File: src/rtl/dram_refresh_pkg.sv
package dram_refresh_pkg;

  // Encoding is visible on memState; neighbours decode it.
  typedef enum logic [2:0] {
    ST_IDLE       = 3'd0,
    ST_ACCESS     = 3'd1,
    ST_CBR_CAS    = 3'd2,
    ST_CBR_GAP    = 3'd3,
    ST_CBR_BOTH_A = 3'd4,
    ST_CBR_BOTH_B = 3'd5,
    ST_CBR_CLOSE  = 3'd6
  } memState_e;

  // Control -> datapath strobes.
  typedef struct packed {
    logic accStart;
    logic accStep;
    logic pendClear;
  } ctlStrobe_t;

  // Datapath -> control status.
  typedef struct packed {
    logic pending;
    logic accExpired;
  } dpStatus_t;

  typedef struct packed {
    logic rasN;
    logic casN;
    logic weN;
  } pinSet_t;

endpackage

File: src/rtl/refresh_datapath.sv
module refresh_datapath
  import dram_refresh_pkg::*;
#(
  parameter int INTERVAL     = 24,
  parameter int ACCESS_LIMIT = 14
) (
  input  logic       clk,
  input  logic       rstN,
  input  ctlStrobe_t ctl,
  output dpStatus_t  status,
  output logic       refreshStb
);

  localparam int PERIOD = INTERVAL + 1;
  localparam int GW     = $clog2(PERIOD + 1);
  localparam int AW     = $clog2(ACCESS_LIMIT + 1);

  logic [GW-1:0] gapCnt;
  logic [AW-1:0] accCnt;
  logic          gapWrap;
  logic          stbQ;
  logic          pendQ;

  assign gapWrap = (gapCnt == GW'(PERIOD - 1));

  // Free-running interval counter; strobe registered on wrap.
  always_ff @(posedge clk or negedge rstN) begin
    if (!rstN) begin
      gapCnt <= '0;
      stbQ   <= 1'b0;
    end else begin
      stbQ   <= gapWrap;
      gapCnt <= gapWrap ? '0 : gapCnt + GW'(1);
    end
  end

  // Pending refresh: armed with the strobe, dropped when the sequence starts.
  always_ff @(posedge clk or negedge rstN) begin
    if (!rstN) begin
      pendQ <= 1'b0;
    end else if (gapWrap) begin
      pendQ <= 1'b1;
    end else if (ctl.pendClear) begin
      pendQ <= 1'b0;
    end
  end

  // Access length counter.
  always_ff @(posedge clk or negedge rstN) begin
    if (!rstN) begin
      accCnt <= '0;
    end else if (ctl.accStart) begin
      accCnt <= '0;
    end else if (ctl.accStep) begin
      accCnt <= accCnt + AW'(1);
    end
  end

  assign status.pending    = pendQ;
  assign status.accExpired = (accCnt == AW'(ACCESS_LIMIT - 1));
  assign refreshStb        = stbQ;

endmodule

File: src/rtl/refresh_control.sv
module refresh_control
  import dram_refresh_pkg::*;
(
  input  logic       clk,
  input  logic       rstN,
  input  logic       accReq,
  input  logic       accDone,
  input  dpStatus_t  status,
  output ctlStrobe_t ctl,
  output memState_e  state
);

  memState_e stQ;
  memState_e stD;

  always_comb begin
    stD = stQ;
    unique case (stQ)
      ST_IDLE: begin
        if (status.pending)  stD = ST_CBR_CAS;
        else if (accReq)     stD = ST_ACCESS;
      end
      ST_ACCESS: begin
        if (accDone || status.accExpired) stD = ST_IDLE;
      end
      ST_CBR_CAS:    stD = ST_CBR_GAP;
      ST_CBR_GAP:    stD = ST_CBR_BOTH_A;
      ST_CBR_BOTH_A: stD = ST_CBR_BOTH_B;
      ST_CBR_BOTH_B: stD = ST_CBR_CLOSE;
      ST_CBR_CLOSE:  stD = ST_IDLE;
      default:       stD = ST_IDLE;
    endcase
  end

  always_ff @(posedge clk or negedge rstN) begin
    if (!rstN) stQ <= ST_IDLE;
    else       stQ <= stD;
  end

  always_comb begin
    ctl.accStart  = (stQ == ST_IDLE) && !status.pending && accReq;
    ctl.accStep   = (stQ == ST_ACCESS);
    ctl.pendClear = (stQ == ST_IDLE) && status.pending;
  end

  assign state = stQ;

endmodule

File: src/rtl/refresh_pin_decode.sv
module refresh_pin_decode
  import dram_refresh_pkg::*;
(
  input  memState_e state,
  output pinSet_t   pins
);

  always_comb begin
    pins = '{rasN: 1'b1, casN: 1'b1, weN: 1'b1};
    unique case (state)
      ST_ACCESS:     pins.rasN = 1'b0;
      ST_CBR_CAS,
      ST_CBR_GAP:    pins.casN = 1'b0;
      ST_CBR_BOTH_A,
      ST_CBR_BOTH_B: begin
        pins.rasN = 1'b0;
        pins.casN = 1'b0;
      end
      default: ;
    endcase
  end

endmodule

File: src/rtl/dram_refresh_seq.sv
module dram_refresh_seq
  import dram_refresh_pkg::*;
#(
  parameter int INTERVAL     = 24,
  parameter int ACCESS_LIMIT = 14
) (
  input  logic       clk,
  input  logic       reset_n,
  input  logic       accReq,
  input  logic       accDone,
  output logic       rasN,
  output logic       casN,
  output logic       weN,
  output logic       refreshStb,
  output logic [2:0] memState
);

  ctlStrobe_t ctl;
  dpStatus_t  status;
  memState_e  state;
  pinSet_t    pins;

  refresh_datapath #(
    .INTERVAL    (INTERVAL),
    .ACCESS_LIMIT(ACCESS_LIMIT)
  ) u_dp (
    .clk       (clk),
    .rstN      (reset_n),
    .ctl       (ctl),
    .status    (status),
    .refreshStb(refreshStb)
  );

  refresh_control u_ctl (
    .clk    (clk),
    .rstN   (reset_n),
    .accReq (accReq),
    .accDone(accDone),
    .status (status),
    .ctl    (ctl),
    .state  (state)
  );

  refresh_pin_decode u_pins (
    .state(state),
    .pins (pins)
  );

  assign rasN     = pins.rasN;
  assign casN     = pins.casN;
  assign weN      = pins.weN;
  assign memState = state;

endmodule

File: config.mk
export PLATFORM = sky130hd
export DESIGN_NAME = dram_refresh_seq
export DESIGN_NICKNAME = d
export VERILOG_FILES = /design/src/rtl/dram_refresh_pkg.sv /design/src/rtl/refresh_datapath.sv /design/src/rtl/refresh_control.sv /design/src/rtl/refresh_pin_decode.sv /design/src/rtl/dram_refresh_seq.sv
export SDC_FILE = /design/constraint.sdc
export NUM_CORES = 1
export LEC_CHECK = 0
export ABC_AREA = 0
export ABC_CLOCK_PERIOD_IN_PS = 2200
export CORE_AREA = 2 2 39 41
export CTS_CLUSTER_DIAMETER = 40
export CTS_CLUSTER_SIZE = 10
export DETAILED_ROUTE_END_ITERATION = 6
export DIE_AREA = 0 0 41 43
export DONT_BUFFER_PORTS = 1
export GPL_ROUTABILITY_DRIVEN = 0
export PLACE_DENSITY = 0.77
export SLEW_MARGIN = 20
export SYNTH_ARGS = -nofsm -noshare
export SYNTH_HDL_FRONTEND = slang
export SYNTH_SLANG_ARGS = --single-unit
File: constraint.sdc
create_clock -name clk -period 2.2 [get_ports clk]
set_clock_uncertainty 0.15 [all_clocks]
set_input_delay 0.33 -clock clk [delete_from_list [all_inputs] [get_ports clk]]
set_output_delay 0.33 -clock clk [all_outputs]
set_load 0.005 [all_outputs]
==> metrics, run 1 <==
status complete, no violations; initial antenna violation count 0; Placed Cells 81; Worst-Margin Slew 0.623 ns; CP Data Required Time 1.72 ns; Post-Layout Cell Count 86; DR vias/cell 5.63; Final WS setup 0.309 ns; nature of the critical path endpoint output port; crit path DAT 1.41 ns; Reg area 350 sq um; Syn Nets 78; post-route minimum period 1.89 ns; CP startpoint kind flip-flop; final core utilization 56.5%; Tot Pwr 608 uW; wire length per cell 14.9 microns; CP peak stage delay 0.60 ns; R2R Path Start u_ctl.state[1]$_DFFE_PN0P_; Crit Path Class flip-flop to output port; CTS Buffer Depth 2; CP cell instances inv_1 -> ha_1 -> nor2_1; Comb power frac 16.2%; DP HPWL 880 microns; Post-DP Area 736 sq um; Seq/Total Area, Yosys 47.4%; CP max stage cell dfrtp_1; Int Pwr 439 uW; share of layout cells above drive strength 1 11.4%; Buffers & Inverters on Critical Path 1; YS warnings 0; WHS Endpoint u_ctl.state[0]$_DFFE_PN0P_; dpl ws 0.454 ns; worst-path maximum fanout 11; max_cap viols 0; hold_ws 0.129 ns; number of DRC markers in iteration 0 11; Hold Path Depth 3; Leak Pwr 0.350 nW; Period Utilization, post-route 85.9%; r2r endpoint u_ctl.state[1]$_DFFE_PN0P_; Die ar. 0.00176 sq mm; Syn Std Cell Area 739 sq um; NetSw 170 uW; Detail Route Antenna Nets 0; power share of the clock group 29.4%; H-tree depth 1; FF-to-FF setup slack 0.44 ns; Top delay family on crit path flip-flops; post_cts resized 0; Fill cells 115; die height 43 microns; antenna cells 0; setup TNS 0 ns; part of the power in registers 54.4%; largest net degree at the start of global routing 15; FF+latch count, synth 14; dominant synthesized flop cell dfrtp_1; Starting Density 53.4%; DRC viols 0; Post-CTS Setup Bufs 0; number of enable flip-flop cells after synthesis 0; largest area contributor in the netlist dfrtp_1; ys async rst share 100%; via count 484; final WL 1290 microns; ranking of synthesized cells by area dfrtp_1, ha_1, xnor2_1, nor2_1, inv_1; HP Start accDone; Cells after Synth 69; final setup violation count 0; nets 80; CTS Buf Count 3; Slew Viols, Final 0; fin area 782 sq um; Distinct cells, synth 30; RSZ-0062 raised after global routing no; vias in the first global route 485; Root Buffer clkbuf_4; P&R area growth vs syn 5.75%; worst hold path class input pin to flip-flop; Pre-antenna DRT Iters 2; syn_area_per_cell 10.7 sq um; Clock transition at path regs 0.08 ns; number of top-level pins 11; Max Clk Rate 0.529 GHz; first-pass GRT wire length 2070 microns; total grt overflow 0; row count 14; Reg2Reg Depth 5; Slew HR 58.4%; area of the multi-input gates 347 sq um; switching share of power 27.9%; power per cell area 778 mW/mm^2; clock sinks 14; most frequent cell after synthesis dfrtp_1; Die W 41 microns; CTS tree yes; area share of the largest cell type after synthesis 47.4%; total core area 0.00138 sq mm; Max IR drop VDD 0.410 mV; Final Hold Vio Count 0; Port-buffer cells 0; Tot GR Track Use 17.7%; Worst-Skew Late Latency 0.27 ns; top cells by count, synth dfrtp_1, nor2_1, ha_1, inv_1, xnor2_1
-- repair_timing --
action	in CTS	in global routing
endpoints found under the hold margin	14	0
hold buffers	1	0
setup endpoints to repair	0	0
-- state kept, by name, summed over array words and instances, names as in the netlist --
| name | count |
|---|---|
| u_dp.refreshStb | 1 |
| u_ctl.state | 3 |
| u_dp.pendQ | 1 |
| u_dp.accCnt | 4 |
| u_dp.gapCnt | 5 |
-- cells in the final DEF, fill, tap and decap left out, drive strengths merged, types with 2 or more instances in the layout --
cell type	count
nand2	2
xnor2	4
a211oi	2
o21ai	4
clkbuf	4
inv	5
ha	5
o31ai	2
dfrtp	14
nand3	2
nor2	10
-- worst max-delay path by stage --
stage                                            end                  startpoint  cells past startpoint
final                                           rasN  u_ctl.state[1]$_DFFE_PN0P_                      3
after detailed placement  u_ctl.state[1]$_DFFE_PN0P_  u_ctl.state[1]$_DFFE_PN0P_                      5
after global routing                            rasN  u_ctl.state[1]$_DFFE_PN0P_                      3
after CTS                                       rasN  u_ctl.state[1]$_DFFE_PN0P_                      3
after global placement    u_ctl.state[1]$_DFFE_PN0P_  u_ctl.state[1]$_DFFE_PN0P_                      5
after floorplan           u_dp.accCnt[1]$_DFFE_PN0P_  u_ctl.state[2]$_DFFE_PN0P_                      4
-- tightest hold or removal path, stage by stage --
cell and delay (ns):
a31oi_1 0.02, nand2_1 0.09, o21ai_1 0.08
-- power by group through the flow --
stage / Combinational, mW / Clock, mW / Sequential (mW)
floorplan: 0.0795 / 0 / 0.326
global placement: 0.0880 / 0 / 0.334
detailed placement: 0.0904 / 0 / 0.336
CTS: 0.0996 / 0.183 / 0.331
global route: 0.117 / 0.194 / 0.339
finish: 0.0983 / 0.179 / 0.331
-- cell families (layout without fill, tap and decap cells) --
kind of cell | after synthesis | after routing | synth area share (%)
and+or+nand+nor | 21 | 21 | 17.9
AOI/OAI and AO/OA | 14 | 14 | 14.0
DFF | 14 | 14 | 47.4
buffers and inverters | 9 | 10 | 5.75
adders and majority gates | 5 | 5 | 8.46
xor gates and xnor gates | 5 | 5 | 5.92
other | 1 | 1 | 0.507
-- cell type report --
class / instances / share of cell area (%)
timing repair buffer: 1 / 1.28
sequential: 14 / 44.8
multi-input combinational: 46 / 44.3
tap: 16 / 2.56
inverter: 5 / 2.40
clock buffer: 4 / 4.64
-- metal layers --
| layer | track usage (%) | vias up | share of wire (%) |
|---|---|---|---|
| met5 | 0 | - | 0 |
| met3 | 3.66 | 2 | 4.7 |
| met2 | 28.1 | 11 | 49 |
| li1 | - | 242 | - |
| met4 | 8.00 | 0 | 1.1 |
| met1 | 21.8 | 229 | 45 |
(Power assumes the default switching activity.)
==> run 2, diff against run 1 <==
--- a/config.mk
+++ b/config.mk
@@ -7,11 +7,11 @@
 export LEC_CHECK = 0
 export ABC_AREA = 0
 export ABC_CLOCK_PERIOD_IN_PS = 2200
-export CORE_AREA = 2 2 39 41
+export CORE_AREA = 10 10 47 49
 export CTS_CLUSTER_DIAMETER = 40
 export CTS_CLUSTER_SIZE = 10
 export DETAILED_ROUTE_END_ITERATION = 6
-export DIE_AREA = 0 0 41 43
+export DIE_AREA = 0 0 57 59
 export DONT_BUFFER_PORTS = 1
 export GPL_ROUTABILITY_DRIVEN = 0
 export PLACE_DENSITY = 0.77
==> run 2 against run 1 <==
  * Critical path depth stayed put
  * Sequential power is 1% higher
  * Combinational power is 3.2% lower
  * Via count is 1.0% lower
  * Sequential share of layout area is 0.80 points higher
  * Worst setup slack better by 0.0085 ns
  * Die area is 91% higher
  * Largest cell class unchanged
  * First-iteration DRC count is 64% lower
  * Utilization is 1.7 points lower
  * Clock power is 24% lower
  * Largest power group unchanged
  * Sequential cell count stayed put
==> metrics, run 2 (synthesis results as in run 1) <==
Post-DP Area 736 sq um (unchanged); largest net degree at the start of global routing 15 (unchanged); setup TNS 0 ns (unchanged); Tot GR Track Use 8.18% (-9.5 points); share of layout cells above drive strength 1 10.1% (-1.3 points); CP cell instances inv_1 -> ha_1 -> nor2_1; termination of the worst setup path rasN; r2r endpoint u_ctl.state[1]$_DFFE_PN0P_; RSZ-0062 raised after global routing no; Detail Route Antenna Nets 0 (unchanged); Die ar. 0.00336 sq mm (+91%); total core area 0.00140 sq mm (+1.3%); power per cell area 737 mW/mm^2 (-5.2%); CTS tree yes; Buffers & Inverters on Critical Path 1 (unchanged); Post-Layout Cell Count 85 (-1.2%); DP HPWL 949 microns (+7.8%); P&R area growth vs syn 3.89%; CP startpoint kind flip-flop; Placed Cells 81 (unchanged); Final Hold Vio Count 0 (unchanged); Crit path depth 3 (unchanged); Slew HR 60.3% (+1.9 points); Final WS setup 0.318 ns (+0.00847 ns); Pre-antenna DRT Iters 4 (+2); Port-buffer cells 0 (unchanged); CTS Buf Count 3 (unchanged); Largest register FFs 5 (unchanged); Crit Path Class flip-flop to output port; DR vias/cell 5.64 (+0.13%); worst hold path class input pin to flip-flop; CTS Buffer Depth 2 (unchanged); Period Utilization, post-route 85.6% (-0.39 points); Starting Density 52.8% (-0.67 points); Reg2Reg Depth 5 (unchanged); initial antenna violation count 0 (unchanged); Slew Viols, Final 0 (unchanged); H-tree depth 1 (unchanged); Worst-Margin Slew 0.594 ns (-0.0289 ns); max_cap viols 0 (unchanged); Max IR drop VDD 0.411 mV (+0.18%); antenna cells 0 (unchanged); number of top-level pins 11 (unchanged); status complete, no violations; CP max stage cell dfrtp_1; critical path startpoint u_ctl.state[1]$_DFFE_PN0P_; Leak Pwr 0.343 nW (-2.1%); final WL 1260 microns (-1.6%); CP peak stage delay 0.61 ns (about the same); first-pass GRT wire length 2150 microns (+4.0%); Top delay family on crit path flip-flops; fin area 768 sq um (-1.8%); R2R Path Start u_ctl.state[1]$_DFFE_PN0P_; DRC viols 0 (unchanged); clock sinks 14 (unchanged); Die W 57 microns (+39%); nature of the critical path endpoint output port; nets 80 (unchanged); commonest non-fill, non-tap cell in the layout dfrtp_1; Max Clk Rate 0.531 GHz (+0.45%); row count 14 (unchanged); CP Data Required Time 1.72 ns (about the same); final setup violation count 0 (unchanged); worst-path maximum fanout 11 (unchanged); die height 59 microns (+37%); Root Buffer clkbuf_4; commonest non-fill, non-tap cells in the layout dfrtp_1, nor2_1, inv_1, ha_1, xnor2_1; hold_ws 0.106 ns (-0.0232 ns); post-route minimum period 1.88 ns (-0.00847 ns); total grt overflow 0 (unchanged); Clock transition at path regs 0.08 ns (about the same); vias in the first global route 437 (-9.9%); wire length per cell 14.9 microns (-0.48%); via count 479 (-1.0%); dpl ws 0.451 ns (-0.00363 ns); largest reg by FF count u_dp.gapCnt; crit path DAT 1.40 ns (about the same); number of DRC markers in iteration 0 4 (-7); Worst-Skew Late Latency 0.27 ns (about the same); FF-to-FF setup slack 0.45 ns (about the same)
## run 2: layout make-up
type | instances | area [sq um]
clock buffers | 3 | 22.5
fillers | 127 | 633
inverters | 5 | 18.8
multi-input cells | 46 | 347
flip-flops and latches | 14 | 350
well taps | 16 | 20.0
repair buffers | 1 | 10.0
## run 2: tightest hold or removal path: cells and delay by family
family / cells / cell delay [ns]
simple gates: 1 / 0.07
compound gates: 2 / 0.08
## run 2: how the worst min path moves through the flow
stage | to | from | slack [ns] | cells after the start
CTS | u_ctl.state[0]$_DFFE_PN0P_ | accDone | 0.1 | 3
finish | u_ctl.state[0]$_DFFE_PN0P_ | accDone | 0.11 | 3
global placement | u_dp.gapCnt[4]$_DFF_PN0_ | reset_n | -0.12 | 0
global route | u_ctl.state[0]$_DFFE_PN0P_ | accDone | 0.10 | 3
detailed placement | u_dp.gapCnt[4]$_DFF_PN0_ | reset_n | -0.12 | 0
floorplan | u_ctl.state[0]$_DFFE_PN0P_ | reset_n | -0.12 | 0
## run 2: metrics by stage
| step | total power, mW | utilization, % |
|---|---|---|
| global placement | 0.428 | 52.5 |
| detailed placement | 0.431 | 52.5 |
| finish | 0.566 | 54.8 |
| CTS | 0.575 | 54.8 |
| global route | 0.601 | 54.8 |
| floorplan | 0.406 | - |
## run 2: layer usage
layer	up-vias	share of wire [%]	wire length, microns	global-route usage, %
li1	241	-	-	-
met1	229	45	564	9.95
met2	7	50	638	11.6
met3	2	4.0	51	3.43
met4	0	0.71	9	5.03
met5	-	0	0	0
## run 2: power by group
| part | leakage [nW] | total (mW) | internal, mW | switching, mW |
|---|---|---|---|---|
| sequential | 0.182 | 0.335 | 0.288 | 0.0469 |
| combinational | 0.147 | 0.0952 | 0.0504 | 0.0448 |
| clock | 0.0138 | 0.136 | 0.0632 | 0.0732 |
## run 2: timing repair
item                                   CTS  global route
buffers inserted                         0             0
hold buffers                             1             0
endpoints found under the hold margin   14             0
resized for setup                        0             0
==> run 3, diff against run 2 <==
--- a/config.mk
+++ b/config.mk
@@ -7,14 +7,17 @@
 export LEC_CHECK = 0
 export ABC_AREA = 0
 export ABC_CLOCK_PERIOD_IN_PS = 2200
-export CORE_AREA = 10 10 47 49
+export CELL_PAD_IN_SITES_DETAIL_PLACEMENT = 1
+export CELL_PAD_IN_SITES_GLOBAL_PLACEMENT = 1
+export CORE_MARGIN = 10
+export CORE_UTILIZATION = 49
+export CTS_BUF_LIST = sky130_fd_sc_hd__clkbuf_8
 export CTS_CLUSTER_DIAMETER = 40
 export CTS_CLUSTER_SIZE = 10
 export DETAILED_ROUTE_END_ITERATION = 6
-export DIE_AREA = 0 0 57 59
 export DONT_BUFFER_PORTS = 1
 export GPL_ROUTABILITY_DRIVEN = 0
-export PLACE_DENSITY = 0.77
+export PLACE_DENSITY = 0.84
 export SLEW_MARGIN = 20
 export SYNTH_ARGS = -nofsm -noshare
 export SYNTH_HDL_FRONTEND = slang
==> run 3 against run 2 <==
  * Clock power grew 79%
  * Total power up 20%
  * Sequential cell count did not move
  * Global-route usage increased by 1.7 points
  * Die area is 3.0% higher
  * Largest cell class unchanged
==> metrics, run 3 (synthesis results as in run 1) <==
power share of the clock group 35.9% (+12 points); Die W 58.8 microns (+3.2%); Slew Viols, Final 0 (unchanged); total core area 0.00137 sq mm (-2.5%); setup TNS 0 ns (unchanged); Slew HR 57.9% (-2.4 points); Final WS setup 0.378 ns (+0.0604 ns); Port-buffer cells 0 (unchanged); Die ar. 0.00346 sq mm (+3.0%); Max IR drop VDD 0.554 mV (+35%); worst-path maximum fanout 11 (unchanged); Crit Path Class flip-flop to output port; row count 13 (-1); Starting Density 54.1% (+1.4 points); CP startpoint kind flip-flop; first-pass GRT wire length 2730 microns (+27%); number of top-level pins 11 (unchanged); part of the power in registers 49.3% (-9.8 points); Clock transition at path regs 0.06 ns (-0.02 ns); dpl ws 0.464 ns (+0.0130 ns); largest net degree at the start of global routing 15 (unchanged); wire length per cell 18.1 microns (+22%); commonest non-fill, non-tap cells in the layout dfrtp_1, nor2_1, inv_1, ha_1; Largest register FFs 5 (unchanged); nets 80 (unchanged); DRC viols 0 (unchanged); number of DRC markers in iteration 0 5 (+1); Period Utilization, post-route 82.8% (-2.7 points); CTS tree yes; total grt overflow 0 (unchanged); post-route minimum period 1.82 ns (-0.0604 ns); die height 58.8 microns (-0.26%); Worst-Margin Slew 0.630 ns (+0.0363 ns); RSZ-0062 raised after global routing no; CTS Buffer Depth 2 (unchanged); Detail Route Antenna Nets 0 (unchanged); clock sinks 14 (unchanged); power per cell area 849 mW/mm^2 (+15%); Worst-Skew Late Latency 0.24 ns (-0.03 ns); Max Clk Rate 0.549 GHz (+3.3%); P&R area growth vs syn 8.12%; hold_ws 0.206 ns (+0.100 ns); CP Data Required Time 1.72 ns (about the same); crit path DAT 1.34 ns (-0.06 ns); Reg area 350 sq um (unchanged); DP HPWL 1140 microns (+20%); Pre-antenna DRT Iters 3 (-1); nature of the critical path endpoint output port; vias in the first global route 538 (+23%); max_cap viols 0 (unchanged); final setup violation count 0 (unchanged); H-tree depth 1 (unchanged); Final Hold Vio Count 0 (unchanged); Root Buffer clkbuf_8; CTS Buf Count 3 (unchanged); worst hold path class input pin to flip-flop; Fill cells 147 (+16%); largest reg by FF count u_dp.gapCnt; fin area 800 sq um (+4.1%); area of the multi-input gates 347 sq um (unchanged); Placed Cells 80 (-1.2%); commonest non-fill, non-tap cell in the layout dfrtp_1; Tot GR Track Use 9.84% (+1.7 points); Post-Layout Cell Count 85 (unchanged); DR vias/cell 5.92 (+5.0%); share of layout cells above drive strength 1 11.4% (+1.3 points); antenna cells 0 (unchanged); initial antenna violation count 0 (unchanged); status complete, no violations; FF-to-FF setup slack 0.50 ns (+0.05 ns); Int Pwr 498 uW (+24%); switching share of power 26.7% (-2.4 points); Leak Pwr 0.358 nW (+4.4%); Comb power frac 14.7% (-2.1 points); via count 503 (+5.0%); final WL 1540 microns (+22%); NetSw 181 uW (+10%); Post-DP Area 734 sq um (-0.17%)
run 3: per-stage QoR:
step | power [mW] | util, %
final | 0.679 | 58.5
after global routing | 0.724 | 58.5
after CTS | 0.687 | 58.5
after detailed placement | 0.434 | 53.8
after global placement | 0.427 | 53.8
after floorplan | 0.406 | -
run 3: timing repair:
| action | 4_1_cts | 5_1_grt |
|---|---|---|
| setup buffers | 0 | 0 |
| endpoints found under the hold margin | 14 | 0 |
| gates resized for setup | 0 | 0 |
| hold buffers | 1 | 0 |
run 3: final cells by class:
| type | count | share of cell area (%) |
|---|---|---|
| inverters | 5 | 2.35 |
| multi-input cells | 46 | 43.3 |
| clock buffers | 4 | 6.89 |
| well taps | 15 | 2.35 |
| repair buffers | 1 | 1.25 |
| flip-flops and latches | 14 | 43.8 |
run 3: path summary, 6_finish.rpt:
path	depth (start not counted)	to	start
max	2	casN	u_ctl.state[1]$_DFFE_PN0P_
min	3	u_ctl.state[0]$_DFFE_PN0P_	accDone
min reg2reg	1	u_dp.gapCnt[0]$_DFF_PN0_	u_dp.gapCnt[0]$_DFF_PN0_
max reg2reg	5	u_ctl.state[1]$_DFFE_PN0P_	u_ctl.state[1]$_DFFE_PN0P_
max in group asynchronous	1	u_dp.gapCnt[2]$_DFF_PN0_	reset_n
min in group asynchronous	1	u_ctl.state[2]$_DFFE_PN0P_	reset_n
run 3: power by group through the flow:
stage	Clock (mW)	Sequential, mW	Combinational [mW]
final	0.244	0.335	0.100
after global routing	0.268	0.341	0.115
after CTS	0.250	0.335	0.102
after detailed placement	0	0.339	0.0944
after global placement	0	0.338	0.0896
after floorplan	0	0.326	0.0795
run 3: routing by layer:
metal	track usage, %	up-vias	routed length [microns]
met4	2.95	0	10
met1	12.0	253	698
met2	15.6	7	731
li1	-	241	-
met5	0	-	0
met3	3.65	2	99
run 3: critical path, stage by stage, from the launching register on:
cell and delay, ns:
dfrtp_1 0.58, inv_1 0.12, ha_1 0.40
